### config.mk
export PLATFORM = sky130hd
export DESIGN_NAME = burst_addr_seq
export DESIGN_NICKNAME = d
export VERILOG_FILES = /design/src/rtl/burst_seq_pkg.sv /design/src/rtl/bseq_rst_sync.sv /design/src/rtl/bseq_beat_ctr.sv /design/src/rtl/bseq_addr_map.sv /design/src/rtl/burst_addr_seq.sv
export SDC_FILE = /design/constraint.sdc
export NUM_CORES = 1
export LEC_CHECK = 0
export ABC_AREA = 0
export BUFFER_PORTS_ARGS = -buffer_cell sky130_fd_sc_hd__buf_2
export CORE_MARGIN = 1
export CORE_UTILIZATION = 30
export CTS_CLUSTER_DIAMETER = 150
export DETAILED_ROUTE_END_ITERATION = 16
export SLEW_MARGIN = 20
export SYNTH_ARGS = -nofsm -noshare
export SYNTH_HDL_FRONTEND = slang
export SYNTH_SLANG_ARGS = --single-unit
### constraint.sdc
create_clock -name clk -period 1.1 [get_ports clk]
set_clock_uncertainty 0.15 [all_clocks]
set_input_delay 0.11 -clock clk [delete_from_list [all_inputs] [get_ports clk]]
set_output_delay 0.11 -clock clk [all_outputs]
set_load 0.1 [all_outputs]
### src/rtl/burst_seq_pkg.sv
package burst_seq_pkg;
  localparam int unsigned LOW_W = 2;

  typedef enum logic {
    ORD_LINEAR      = 1'b0,
    ORD_INTERLEAVED = 1'b1
  } order_e;

  typedef logic [LOW_W-1:0] low_t;
endpackage

### src/rtl/bseq_rst_sync.sv
module bseq_rst_sync #(
  parameter int unsigned STAGES = 2
) (
  input  logic clk,
  input  logic rst_n,
  output logic rst_n_sync
);
  logic [STAGES-1:0] chain_q;

  always_ff @(posedge clk or negedge rst_n) begin
    if (!rst_n) chain_q <= '0;
    else        chain_q <= {chain_q[STAGES-2:0], 1'b1};
  end

  assign rst_n_sync = chain_q[STAGES-1];
endmodule

### src/rtl/bseq_beat_ctr.sv
module bseq_beat_ctr
  import burst_seq_pkg::*;
(
  input  logic clk,
  input  logic rst_n,
  input  logic load_i,
  input  logic step_i,
  output low_t beat_o,
  output logic last_o
);
  low_t beat_q, beat_d;
  logic beat_en;

  always_comb begin
    beat_en = load_i | step_i;
    beat_d  = beat_q;
    if (load_i)      beat_d = '0;
    else if (step_i) beat_d = beat_q + low_t'(1);
  end

  always_ff @(posedge clk or negedge rst_n) begin
    if (!rst_n)       beat_q <= '0;
    else if (beat_en) beat_q <= beat_d;
  end

  assign beat_o = beat_q;
  assign last_o = &beat_q;

  // a step on the final beat returns the count to zero
  p_wrap_r7: assert property (@(posedge clk) disable iff (!rst_n)
    (step_i && !load_i && last_o) |=> (beat_o == '0 && !last_o));
  // a load clears the beat count
  p_load_clear_r2: assert property (@(posedge clk) disable iff (!rst_n)
    load_i |=> (beat_o == '0));
endmodule

### src/rtl/bseq_addr_map.sv
module bseq_addr_map
  import burst_seq_pkg::*;
(
  input  order_e ord_i,
  input  low_t   base_i,
  input  low_t   beat_i,
  output low_t   low_o
);
  always_comb begin
    unique case (ord_i)
      ORD_INTERLEAVED: low_o = base_i ^ beat_i;
      default:         low_o = base_i + beat_i;
    endcase
  end
endmodule

### src/rtl/burst_addr_seq.sv
module burst_addr_seq
  import burst_seq_pkg::*;
#(
  parameter int unsigned ADDR_W = 16
) (
  input  logic              clk,
  input  logic              rst_n,
  input  logic              start_i,
  input  logic              adv_n_i,
  input  logic              order_i,
  input  logic [ADDR_W-1:0] addr_i,
  output logic [ADDR_W-1:0] addr_o,
  output logic              last_o
);
  localparam int unsigned HI_W = ADDR_W - LOW_W;

  logic   rst_n_s;
  low_t   base_q, base_d;
  logic [HI_W-1:0] hi_q, hi_d;
  order_e ord_q, ord_d;
  low_t   beat;
  low_t   low_addr;
  logic   step;

  bseq_rst_sync #(.STAGES(2)) u_rst (
    .clk        (clk),
    .rst_n      (rst_n),
    .rst_n_sync (rst_n_s)
  );

  assign step = !adv_n_i && !start_i;

  always_comb begin
    base_d = base_q;
    hi_d   = hi_q;
    ord_d  = ord_q;
    if (start_i) begin
      base_d = addr_i[LOW_W-1:0];
      hi_d   = addr_i[ADDR_W-1:LOW_W];
      ord_d  = order_e'(order_i);
    end
  end

  always_ff @(posedge clk or negedge rst_n_s) begin
    if (!rst_n_s) begin
      base_q <= '0;
      hi_q   <= '0;
      ord_q  <= ORD_INTERLEAVED;
    end else if (start_i) begin
      base_q <= base_d;
      hi_q   <= hi_d;
      ord_q  <= ord_d;
    end
  end

  bseq_beat_ctr u_ctr (
    .clk    (clk),
    .rst_n  (rst_n_s),
    .load_i (start_i),
    .step_i (step),
    .beat_o (beat),
    .last_o (last_o)
  );

  bseq_addr_map u_map (
    .ord_i  (ord_q),
    .base_i (base_q),
    .beat_i (beat),
    .low_o  (low_addr)
  );

  assign addr_o = {hi_q, low_addr};

  // start captures the presented address, first beat is not last
  p_start_load_r2: assert property (@(posedge clk) disable iff (!rst_n_s)
    start_i |=> (addr_o == $past(addr_i) && !last_o));
  // no start and no advance keeps the outputs
  p_hold_r5: assert property (@(posedge clk) disable iff (!rst_n_s)
    (!start_i && adv_n_i) |=> ($stable(addr_o) && $stable(last_o)));
  // a linear step adds one to the low field
  p_linear_step_r4: assert property (@(posedge clk) disable iff (!rst_n_s)
    (!start_i && !adv_n_i && ord_q == ORD_LINEAR)
      |=> (addr_o[LOW_W-1:0] == low_t'($past(addr_o[LOW_W-1:0]) + low_t'(1))));
  // interleaved output XOR captured start equals the beat count
  p_xor_map_r3: assert property (@(posedge clk) disable iff (!rst_n_s)
    (ord_q == ORD_INTERLEAVED) |-> ((addr_o[LOW_W-1:0] ^ base_q) == beat));
  // upper bits move only on a start
  p_upper_stable_r8: assert property (@(posedge clk) disable iff (!rst_n_s)
    !start_i |=> $stable(addr_o[ADDR_W-1:LOW_W]));
  // advancing off the last beat lands back on the start value
  p_wrap_base_r7: assert property (@(posedge clk) disable iff (!rst_n_s)
    (!start_i && !adv_n_i && last_o) |=> (addr_o[LOW_W-1:0] == base_q));
endmodule

==> results of run 1 <==
state kept, by name, indices dropped and copies added (netlist names):
name,flops
base_q,2
hi_q,14
ord_q,1
u_ctr.beat_o,2
u_rst.chain_q,2
synth_stat cells:
cell type,count
xnor2_1,2
buf_6,1
mux2i_1,1
xor2_1,1
nor2_1,2
dfrtp_1,20
conb_1,1
mux2_2,9
ha_1,2
nor2b_1,1
dfstp_2,1
buf_12,1
mux2_4,8
cells by family (layout without fill, tap and decap cells):
kind of cell / count (synthesis) / count (layout) / share of synthesized area
buffers and inverters: 2 / 69 / 0.0364
muxes: 18 / 18 / 0.270
other: 1 / 1 / 0.00437
adders and majority gates: 2 / 2 / 0.0291
and+or+nand+nor: 3 / 3 / 0.0160
xor gates and xnor gates: 3 / 3 / 0.0306
DFF: 21 / 21 / 0.614
layout by cell type, fill, tap and decap left out, drive strengths merged:
master,count
mux2i,1
nor2b,1
xor2,1
clkbuf,4
dlygate4sd3,20
buf,45
xnor2,2
conb,1
dfrtp,20
ha,2
nor2,2
mux2,17
dfstp,1
final cells by class:
| cell class | count | area, sq um |
|---|---|---|
| Clock buffer | 4 | 26.3 |
| Fill cell | 205 | 1020 |
| Multi-Input combinational cell | 27 | 349 |
| Sequential cell | 21 | 579 |
| Tap cell | 31 | 38.8 |
| Timing Repair Buffer | 65 | 721 |
per-stage QoR:
step	power [mW]	instance area (sq um)	cells	hold slack, ns
after global routing	2.59	1710	148	-0.0237
after detailed placement	2.06	1450	122	-0.251
final	2.47	1710	148	-0.0516
after CTS	2.49	1700	147	-0.0365
after floorplan	1.64	940	50	-0.336
after global placement	2.04	1450	122	-0.247
final timing paths:
kind	start	to	slack, ns	cells past startpoint
max in group asynchronous	rst_n	u_rst.chain_q[0]$_DFF_PN0_	0.17	3
worst max-delay path	u_ctr.beat_o[0]$_DFFE_PN0P_	last_o	-0.53	5
worst min-delay path	u_rst.chain_q[1]$_DFF_PN0_	base_q[1]$_DFFE_PN0P_	-0.05	0
worst min register to register	u_rst.chain_q[1]$_DFF_PN0_	base_q[1]$_DFFE_PN0P_	-0.05	0
min in group clk	start_i	u_ctr.beat_o[0]$_DFFE_PN0P_	0.02	3
worst max register to register	u_ctr.beat_o[0]$_DFFE_PN0P_	u_ctr.beat_o[1]$_DFFE_PN0P_	-0.29	6
metal layers:
metal / share of wire / vias to the layer above
met3: 0.051 / 2
met5: 0 / -
met4: 0.011 / 0
li1: - / 302
met1: 0.40 / 311
met2: 0.53 / 20
repair_timing:
item                                   in CTS  in global routing
pin swaps                                   1                  1
resized for setup                           3                  3
setup buffers                               1                  2
gates cloned                                0                  0
setup endpoints to repair                  18                 19
endpoints found under the hold margin      25                  4
power groups by stage:
stage | Sequential, mW | Clock (mW) | Combinational, mW
finish | 0.958 | 0.358 | 1.16
global route | 0.971 | 0.419 | 1.20
CTS | 0.961 | 0.382 | 1.15
detailed placement | 0.976 | 0 | 1.08
global placement | 0.969 | 0 | 1.07
floorplan | 1.34 | 0 | 0.304
==> results summary, run 1 <==
The number of max-slew violations in the final report came out at 0. The top-level port count is 38. STA classifies the critical path endpoint as a primary output.

The slowest stage of the critical path is the dfrtp_1 cell. Of the total power, combinational logic draws 0.468. After synthesis, the netlist uses 13 different library cells.

The area inside the core boundary is between 2000 and 3000 sq um. Of all nets on the critical path, the largest fanout is 2. The final critical delay including setup and external delays came out at 1.63 ns. The remaining global-route overflow is 0. For this run, the number of Yosys warnings is 0.

Clock tree synthesis inserted a total of 3 buffers. The congestion estimate from routability-driven global placement came to 0.660. The final-report setup violation count came out at 19. The number of detailed-route iterations in the first pass is 2. The endpoint arrival time on the critical path came out at around 1.4 ns. The number of vias after detailed routing is about 640. The final-layout setup total negative slack is -3.75 ns. The number of endpoints with negative hold slack in the final report was 4. Final hold analysis gives a worst-case slack of -0.0516 ns. The final layout contains routed wiring with a total length of 1840 um. The switching component of the power is 0.954 mW. The chip height is 55.5 um. Yosys attributes the largest share of cell area to dfrtp_1 58%, mux2_4 14%, mux2_2 12%. Once detailed placement completed, the half-perimeter wirelength came to 1300 um. Walking the worst path, the cells encountered are buf_4, buf_6, buf_6, ha_4, buf_12.

The checks that failed: negative hold slack, negative setup slack. The final period utilization came out at 1.48. STA classifies the critical path startpoint as a flop. The clock group share of total power came out at 0.145. The number of DRC violations after detailed routing is 0. 0 antenna diodes ended up in the layout. The count of buffer and inverter cells on the critical path came out at 4. The starting density of the core came out at 0.314.

The hold buffer count at CTS came out at 20. The switching share of total power came out at 0.385. The most numerous cell type found on the critical path is buf_6. The cell area that synthesis handed to floorplanning was 858 sq um. The overall global routing resource usage is 0.142. The number of nets in the layout came out at around 140. Using the TritonRoute via totals, the vias-per-cell ratio works out to 4.29. The clock transition time at the flip-flop clock pins of the worst setup and hold paths is 0.11 ns.

After synthesis the netlist holds a flip-flop and latch count of 21. From synthesis to final layout, the design area changed by 99.7%. After layout, the worst setup slack is -0.533 ns.

The share of total power dissipated in sequential elements is 0.387. Counting every instance in the synthesized netlist gives 50. The die covers 3080 sq um. The synthesized area per cell is between 15 and 20 sq um.

The timing-limited maximum frequency is 612 MHz. The row count came out at 19. The number of antenna violations at the first check in global routing came to 0. The max-cap check violation count came out at 0. The count of buffers from port buffering came out at 37. The count of routing violations after the opening detailed-route iteration came out at 3. The power per unit of standard cell area is 1440 nW/um^2.

At the end of the flow the core is filled with cells to 0.627. The clock net sink count came out at 21. The kind of cell with the highest combined delay along the critical path is buffers and inverters. Entering global routing, the biggest net connects 20 pins. The largest total area in the synthesized netlist belongs to dfrtp_1. The tightest min-delay check is of the flop to asynchronous set/reset pin type. In the final routed layout, each cell accounts on average for 12.4 um. Counting along the longest clock path gives a buffer depth of 2. The worst ir drop on vdd came out at 1.02 mV. The critical path is of the flop to primary output type. The fraction of the yosys area taken by sequential cells came out at 0.614. The placement-stage worst setup slack is -0.208 ns. The share of synthesized area in the top cell type comes to 0.583.

CTS built an H-tree with a depth of 1. The die is 55.5 um wide. In the global route stage, met3 resource usage came out at 0.0492. met2 is the most crowded layer. The critical path data required time is roughly 0.84 ns. In this run the clock root is driven by a clkbuf_4. The leakage power figure is 0.764 nW. The clock tree from TritonCTS is done. When the netlist entered floorplanning its net count stood at 73.

The largest stage delay on the critical path came out at ~0.41 ns. In this run the remaining antenna-violating nets after routing total 0. The first-pass GRT wire length is 3300 um.

In the global route stage, met1 resource usage came out at 0.157. Setup repair after global routing could not meet its margin everywhere. The flow ran to the end, but the final reports show violations.

For this run, global-route usage on met2 was measured as 0.253. The internal power is between 1.5 and 2 mW. The share of final-layout standard cells stronger than drive strength 1 came out at 0.726. The number of global-route vias before repair came out at between 700 and 800. The insertion delay of the later-clocked pin in the worst-skew pair came out at 0.29 ns.
(Power assumes the default switching activity.)
==> inputs of run 2 (changes only) <==
PLACE_DENSITY_LB_ADDON = 0.1   (was not set)
==> run 2 against run 1 <==
The flow finishes with violations (negative setup slack). Highest routed layer unchanged. Critical path type unchanged. Total power rose by 0.40%. Worst setup slack improved by 0.0096 ns. Largest cell class unchanged. Critical path depth fell by 1.
==> results summary, run 2 (synthesis results as in run 1) <==
The portion of total power attributed to combinational logic is 0.466 (was 0.468). The final critical delay including setup and external delays came to 1.62 ns (was 1.63 ns). The power per unit of standard cell area came out at 1460 nW/um^2 (was 1440 nW/um^2). The overall global routing resource usage is 0.142 (about the same). The final-report setup violation count came out at 19 (unchanged). The row count came out at 19 (unchanged). The switching component of the power came out at 0.968 mW (was 0.954 mW). The clock group share of total power came out at 0.150 (was 0.145). The clock transition time at the flip-flop clock pins of the worst setup and hold paths is 0.12 ns (was 0.11 ns). The worst ir drop on vdd is 1.00 mV (was 1.02 mV). The area after detailed placement came out at 1450 sq um (unchanged). The remaining global-route overflow is 0 (unchanged).

The final non-filler cell area came out at 1700 sq um (was 1710 sq um). The clock tree from TritonCTS is done (unchanged). The timing-limited maximum frequency came out at 616 MHz (was 612 MHz). The critical path data required time came out at 0.84 ns (about the same). The number of detailed-route iterations in the first pass is 4 (was 2). Setup repair after global routing missed its margin: true (unchanged).

The endpoint arrival time on the critical path came out at 1.36 ns (was 1.37 ns). Commonest cells after routing, fill and taps aside: 20 x dlygate4sd3_1, 20 x buf_2, 18 x buf_12, 14 x dfrtp_4, 9 x mux2_2 (unchanged). The chip height came out at 55.5 um (unchanged).

The internal power came out at 1.52 mW (about the same). The clock net sink count is 21 (unchanged). Critical path cell sequence: xnor2_1, buf_4, xnor2_4, buf_12 (was buf_4, buf_6, buf_6, ha_4, buf_12). The area inside the core boundary was 2730 sq um (unchanged). The switching share of total power came out at 0.390 (was 0.385). The max-cap check violation count is 0 (unchanged).

The insertion delay of the later-clocked pin in the worst-skew pair is 0.30 ns (was 0.29 ns). The area growth from synthesis to layout came to 98.4% (was 99.7%). The leakage power figure came out at 0.762 nW (was 0.764 nW).

The share of final-layout standard cells stronger than drive strength 1 is 0.718 (was 0.726). The worst-path maximum fanout came to 2 (unchanged). The cell at the slowest stage of the critical path is dfrtp_1 (unchanged). The number of cells on the worst reg-to-reg path came out at 4 (was 6). The register with the most flip-flops is hi_q (unchanged).

The number of vias after detailed routing is 644 (was 635). Failing checks: negative setup slack (was negative hold slack, negative setup slack). The via-per-instance ratio came out at 4.35 (was 4.29).

The largest stage delay on the critical path is 0.41 ns (about the same). The worst reg2reg path startpoint is u_ctr.beat_o[1]$_DFFE_PN0P_ (was u_ctr.beat_o[0]$_DFFE_PN0P_). The count of routing violations after the opening detailed-route iteration is 6 (was 3). The worst reg2reg path endpoint is u_ctr.beat_o[1]$_DFFE_PN0P_ (unchanged).

The half-perimeter wire length after placement was 1300 um (about the same). The number of nets still failing antenna checks after routing came out at 0 (unchanged). The setup slack on the worst flop-to-flop path is -0.08 ns (was -0.29 ns). The starting density of the core came to 0.314 (unchanged).

The maximum root-to-sink buffer count came out at 2 (unchanged). The final-layout setup total negative slack came to -3.32 ns (was -3.75 ns). The number of H-tree levels came out at 1 (unchanged). The number of inserted filler cells in the final layout came out at 213 (was 205). The count of buffers from port buffering was 37 (unchanged). The number of flip-flops in the largest register came to 14 (unchanged). The top-level port count came out at 38 (unchanged). The full die area came out at 3080 sq um (unchanged).

The average wire per cell in the routed design came out at 13.4 um (was 12.4 um). The maximum number of pins on one net before global-route repair came out at 20 (unchanged). The worst hold-check path type was flop to asynchronous set/reset pin (unchanged). The critical path launch point type is a flop (unchanged). The total length of routed wires came out at 1980 um (was 1840 um). The number of buffers inserted during clock tree synthesis came out at 3 (unchanged). The number of endpoints with negative hold slack in the final report is 0 (was 4). The number of max-slew violations in the final report came out at 0 (unchanged).

The number of global-route vias before repair came to 724 (was 751). The number of antenna violations at the first check in global routing came out at 0 (unchanged). The setup slack after layout came out at -0.524 ns (was -0.533 ns).

The number of nets in the layout came out at 141 (unchanged). Outcome: complete, but fails checks (unchanged). The clock tree root driver cell was clkbuf_4 (unchanged). The sequential fraction of design power is 0.384 (was 0.387). The number of DRC violations after detailed routing is 0 (unchanged). The routability congestion estimate is 0.613 (was 0.660). The endpoint class of the critical path is a primary output (unchanged). The width of the chip is 55.5 um (unchanged). The antenna diode instance count is 0 (unchanged). The final period utilization came to 1.48 (about the same). The first-pass GRT wire length was 3330 um (was 3300 um). The class of the most critical setup path is flop to primary output (unchanged).
## run 2: cell counts in the layout (fill, tap and decap cells not counted)
Identical to the previous run, type by type.
## run 2: how the worst max path moves through the flow
stage                                            from        end  slack [ns]  cells past startpoint
final                           base_q[1]$_DFFE_PN0P_  addr_o[1]       -0.52                      4
after global routing            base_q[0]$_DFFE_PN0P_  addr_o[1]       -0.60                      4
after CTS                       base_q[1]$_DFFE_PN0P_  addr_o[1]       -0.54                      4
after detailed placement        base_q[0]$_DFFE_PN0P_  addr_o[1]       -0.21                      4
after global placement          base_q[0]$_DFFE_PN0P_  addr_o[1]       -0.18                      4
after floorplan           u_ctr.beat_o[0]$_DFFE_PN0P_  addr_o[1]       -0.44                      3
## run 2: routing by layer
| layer | wire length (um) | part of all wire | global-route usage |
|---|---|---|---|
| met3 | 71 | 0.036 | 0.0351 |
| met4 | 9 | 0.0045 | 0.0536 |
| met1 | 828 | 0.42 | 0.162 |
| met5 | 0 | 0 | 0 |
| met2 | 1070 | 0.54 | 0.255 |
## run 2: repair_timing
action / 4_1_cts / 5_1_grt
endpoints found under the hold margin: 21 / 0
pin swaps: 2 / 0
hold buffers: 20 / 0
setup endpoints to repair: 18 / 19
buffers inserted: 3 / 0
gates resized for setup: 3 / 0
## run 2: area by class of cell
type	instances	area, sq um	area share
clock buffer	4	26.3	0.0154
multi-input combinational	27	342	0.201
sequential	21	579	0.340
tap	31	38.8	0.0228
timing repair buffer	65	717	0.421
## run 2: per-stage QoR
stage / power (mW) / hold slack (ns) / worst slack [ns] / instances / util
2_1_floorplan: 1.64 / -0.336 / -0.441 / 50 / -
3_3_place_gp: 2.05 / -0.254 / -0.181 / 122 / 0.529
3_5_place_dp: 2.06 / -0.253 / -0.210 / 122 / 0.529
4_1_cts: 2.51 / 0.00721 / -0.540 / 148 / 0.623
5_1_grt: 2.58 / 0.00781 / -0.602 / 148 / 0.623
6_report: 2.48 / 0.0125 / -0.524 / 148 / 0.623
## run 2: power by group through the flow
stage / Clock [mW] / Sequential [mW] / Combinational [mW]
6_report: 0.372 / 0.954 / 1.16
4_1_cts: 0.391 / 0.954 / 1.16
3_3_place_gp: 0 / 0.967 / 1.08
3_5_place_dp: 0 / 0.971 / 1.09
2_1_floorplan: 0 / 1.34 / 0.304
5_1_grt: 0.420 / 0.964 / 1.20
## run 2: worst max-delay path: cells and delay by family (launching register included)
| family | cells | cell delay [ns] |
|---|---|---|
| flops | 1 | 0.41 |
| buf+inv | 2 | 0.34 |
| xor+xnor | 2 | 0.30 |
==> inputs of run 3 (changes only) <==
clock period = 1.3 ns   (was 1.1 ns; I/O delays follow)
==> run 3 against run 2 <==
Sequential power down 17%. Sequential share of layout area down 1.3 points. Combinational power down 16%. Via count down 1.2%. Worst setup slack better by 0.18 ns. The flow still finishes with violations (negative setup slack).
==> results summary, run 3 (synthesis results as in run 1) <==
The final non-filler cell area came out at 1660 sq um (was 1700 sq um). The switching share of total power came to 0.395 (was 0.390). The portion of total power attributed to combinational logic is 0.469 (was 0.466). Dividing the final minimum period by the clock period gives 1.26. The internal power is 1.26 mW (was 1.52 mW). The class of the most critical setup path was flop to primary output (unchanged). The non-filler instance count after layout came out at 146 (was 148). The setup slack after layout is -0.343 ns (was -0.524 ns).

The power per unit of standard cell area is 1250 nW/um^2 (was 1460 nW/um^2). The number of flip-flops in the largest register came out at 14 (unchanged). The register with the most flip-flops is hi_q (unchanged). The number of nets in the layout is 139 (was 141). The total length of routed wires came out at 1900 um (was 1980 um). The leakage power figure is 0.755 nW (was 0.762 nW). Setup repair after global routing missed its margin: true (unchanged). The width of the chip came out at 55.5 um (unchanged). The overall global routing resource usage came to 0.147 (was 0.142). The sequential fraction of design power is 0.381 (was 0.384). The worst hold-check path type is flop to asynchronous set/reset pin (unchanged). Outcome: complete, but fails checks (unchanged). The switching component of the power is 0.820 mW (was 0.968 mW). The critical path launch point type is a flop (unchanged). The number of cells after detailed placement came out at 122 (unchanged). The top-level port count came out at 38 (unchanged). The flip-flop and latch area came out at 544 sq um (was 579 sq um). The number of buffers inserted during clock tree synthesis came out at 3 (unchanged).

The worst-path maximum fanout came out at 2 (unchanged). The row count is 19 (unchanged). The maximum root-to-sink buffer count is 2 (unchanged). The worst hold-check slack came out at 0.0251 ns (was 0.0125 ns).

The routability congestion estimate was 0.646 (was 0.613). The cell at the slowest stage of the critical path is dfrtp_1 (unchanged). The setup slack on the worst flop-to-flop path came out at 0.10 ns (was -0.08 ns). The final critical delay including setup and external delays came out at 1.64 ns.

The number of detailed-route iterations in the first pass is 2 (was 4). Failing checks: negative setup slack (unchanged). The number of vias after detailed routing came to 636 (was 644). The largest stage delay on the critical path came to 0.43 ns (was 0.41 ns). The final-report setup violation count came out at 3 (was 19). The number of H-tree levels was 1 (unchanged). The number of antenna violations at the first check in global routing came out at 0 (unchanged). The average wire per cell in the routed design came out at 13.0 um (was 13.4 um). The first-pass GRT wire length came out at 3450 um (was 3330 um). The number of global-route vias before repair is 738 (was 724). The number of nets still failing antenna checks after routing is 0 (unchanged). The number of max-slew violations in the final report came out at 0 (unchanged). The area inside the core boundary is 2730 sq um (unchanged). The half-perimeter wire length after placement came out at 1350 um (was 1300 um). The clock tree from TritonCTS was done (unchanged). The number of buffers inserted by post-CTS setup repair is 0 (was 3). The number of DRC violations after detailed routing came out at 0 (unchanged). The number of endpoints with negative hold slack in the final report came to 0 (unchanged). The antenna diode instance count is 0 (unchanged). Commonest cells after routing, fill and taps aside: 20 x dlygate4sd3_1, 20 x buf_2, 18 x buf_12, 14 x dfrtp_2, 9 x mux2_2 (was 20 x dlygate4sd3_1, 20 x buf_2, 18 x buf_12, 14 x dfrtp_4, 9 x mux2_2). The clock group share of total power is 0.150 (about the same).

The max-cap check violation count came out at 0 (unchanged). The clock transition time at the flip-flop clock pins of the worst setup and hold paths was 0.13 ns (was 0.12 ns). The utilization of the core after routing came to 0.609 (was 0.623). The via-per-instance ratio is 4.36 (was 4.35).

The insertion delay of the later-clocked pin in the worst-skew pair came out at 0.31 ns (was 0.30 ns). The area after detailed placement is 1410 sq um (was 1450 sq um). The endpoint arrival time on the critical path came out at 1.36 ns (about the same). The maximum number of pins on one net before global-route repair came out at 20 (unchanged). The critical path data required time is 1.02 ns (was 0.84 ns). The area used by multi-input combinational logic was 352 sq um (was 342 sq um). Critical path cell sequence: ha_4, nor2b_4, xnor2_4, buf_12 (was xnor2_1, buf_4, xnor2_4, buf_12). The full die area came out at 3080 sq um (unchanged). The count of routing violations after the opening detailed-route iteration is 6 (unchanged). The starting density of the core came out at 0.314 (unchanged).

The clock net sink count is 21 (unchanged). The endpoint class of the critical path is a primary output (unchanged). The area growth from synthesis to layout came out at 93.9% (was 98.4%). The count of buffers from port buffering came out at 37 (unchanged).

The timing-limited maximum frequency came out at 609 MHz. The clock tree root driver cell is clkbuf_4 (unchanged). The worst ir drop on vdd was 1.01 mV (was 1.00 mV). The share of final-layout standard cells stronger than drive strength 1 is 0.722 (was 0.718). The chip height came out at 55.5 um (unchanged). The remaining global-route overflow is 0 (unchanged). The number of inserted filler cells in the final layout is 225 (was 213).
run 3: power by group through the flow:
stage | clock, mW | combinational [mW] | sequential, mW
floorplan | 0 | 0.257 | 1.10
global placement | 0 | 0.916 | 0.797
detailed placement | 0 | 0.920 | 0.800
CTS | 0.340 | 0.974 | 0.788
global route | 0.348 | 1.01 | 0.800
finish | 0.311 | 0.974 | 0.790
run 3: per-layer routing:
metal / vias to the layer above / part of all wire / track usage
met5: - / 0 / 0
met4: 0 / 0.0068 / 0.0321
met3: 2 / 0.073 / 0.0679
met2: 23 / 0.52 / 0.255
met1: 314 / 0.40 / 0.164
li1: 297 / - / -
run 3: what timing repair did:
item,4_1_cts,5_1_grt
hold buffers,20,0
setup endpoints to repair,3,3
pin swaps,2,1
hold endpoints to repair,21,0
cloned,0,0
gates resized for setup,2,2
run 3: final timing paths:
path                                              from                          end  cells after the start
max                        u_ctr.beat_o[0]$_DFFE_PN0P_                    addr_o[1]                      4
min                         u_rst.chain_q[1]$_DFF_PN0_          hi_q[6]$_DFFE_PN0P_                      1
max reg2reg                u_ctr.beat_o[1]$_DFFE_PN0P_  u_ctr.beat_o[1]$_DFFE_PN0P_                      4
min reg2reg                 u_rst.chain_q[1]$_DFF_PN0_          hi_q[6]$_DFFE_PN0P_                      1
max in group asynchronous                        rst_n   u_rst.chain_q[0]$_DFF_PN0_                      3
min in group clk                               start_i  u_ctr.beat_o[1]$_DFFE_PN0P_                      3
run 3: final cells by class:
class / instances / area share
clock buffers: 3 / 0.0135
clock inverters: 1 / 0.00301
multi-input cells: 27 / 0.211
flip-flops and latches: 21 / 0.327
well taps: 31 / 0.0233
repair buffers: 63 / 0.422
run 3: through the flow:
step	total power, mW	setup WS [ns]	TNS [ns]
floorplan	1.36	-0.261	-0.415
global placement	1.71	-0.00204	-0.00204
global route	2.16	-0.403	-0.808
detailed placement	1.72	-0.0218	-0.0218
CTS	2.10	-0.366	-0.767
finish	2.07	-0.343	-0.658
run 3: critical path, delay by kind of cell (launching register included):
family                     cells  cell delay, ns
and+or+nand+nor                1            0.13
buffers and inverters          1            0.19
adders and majority gates      1            0.17
DFF                            1            0.43
xor gates and xnor gates       1            0.14
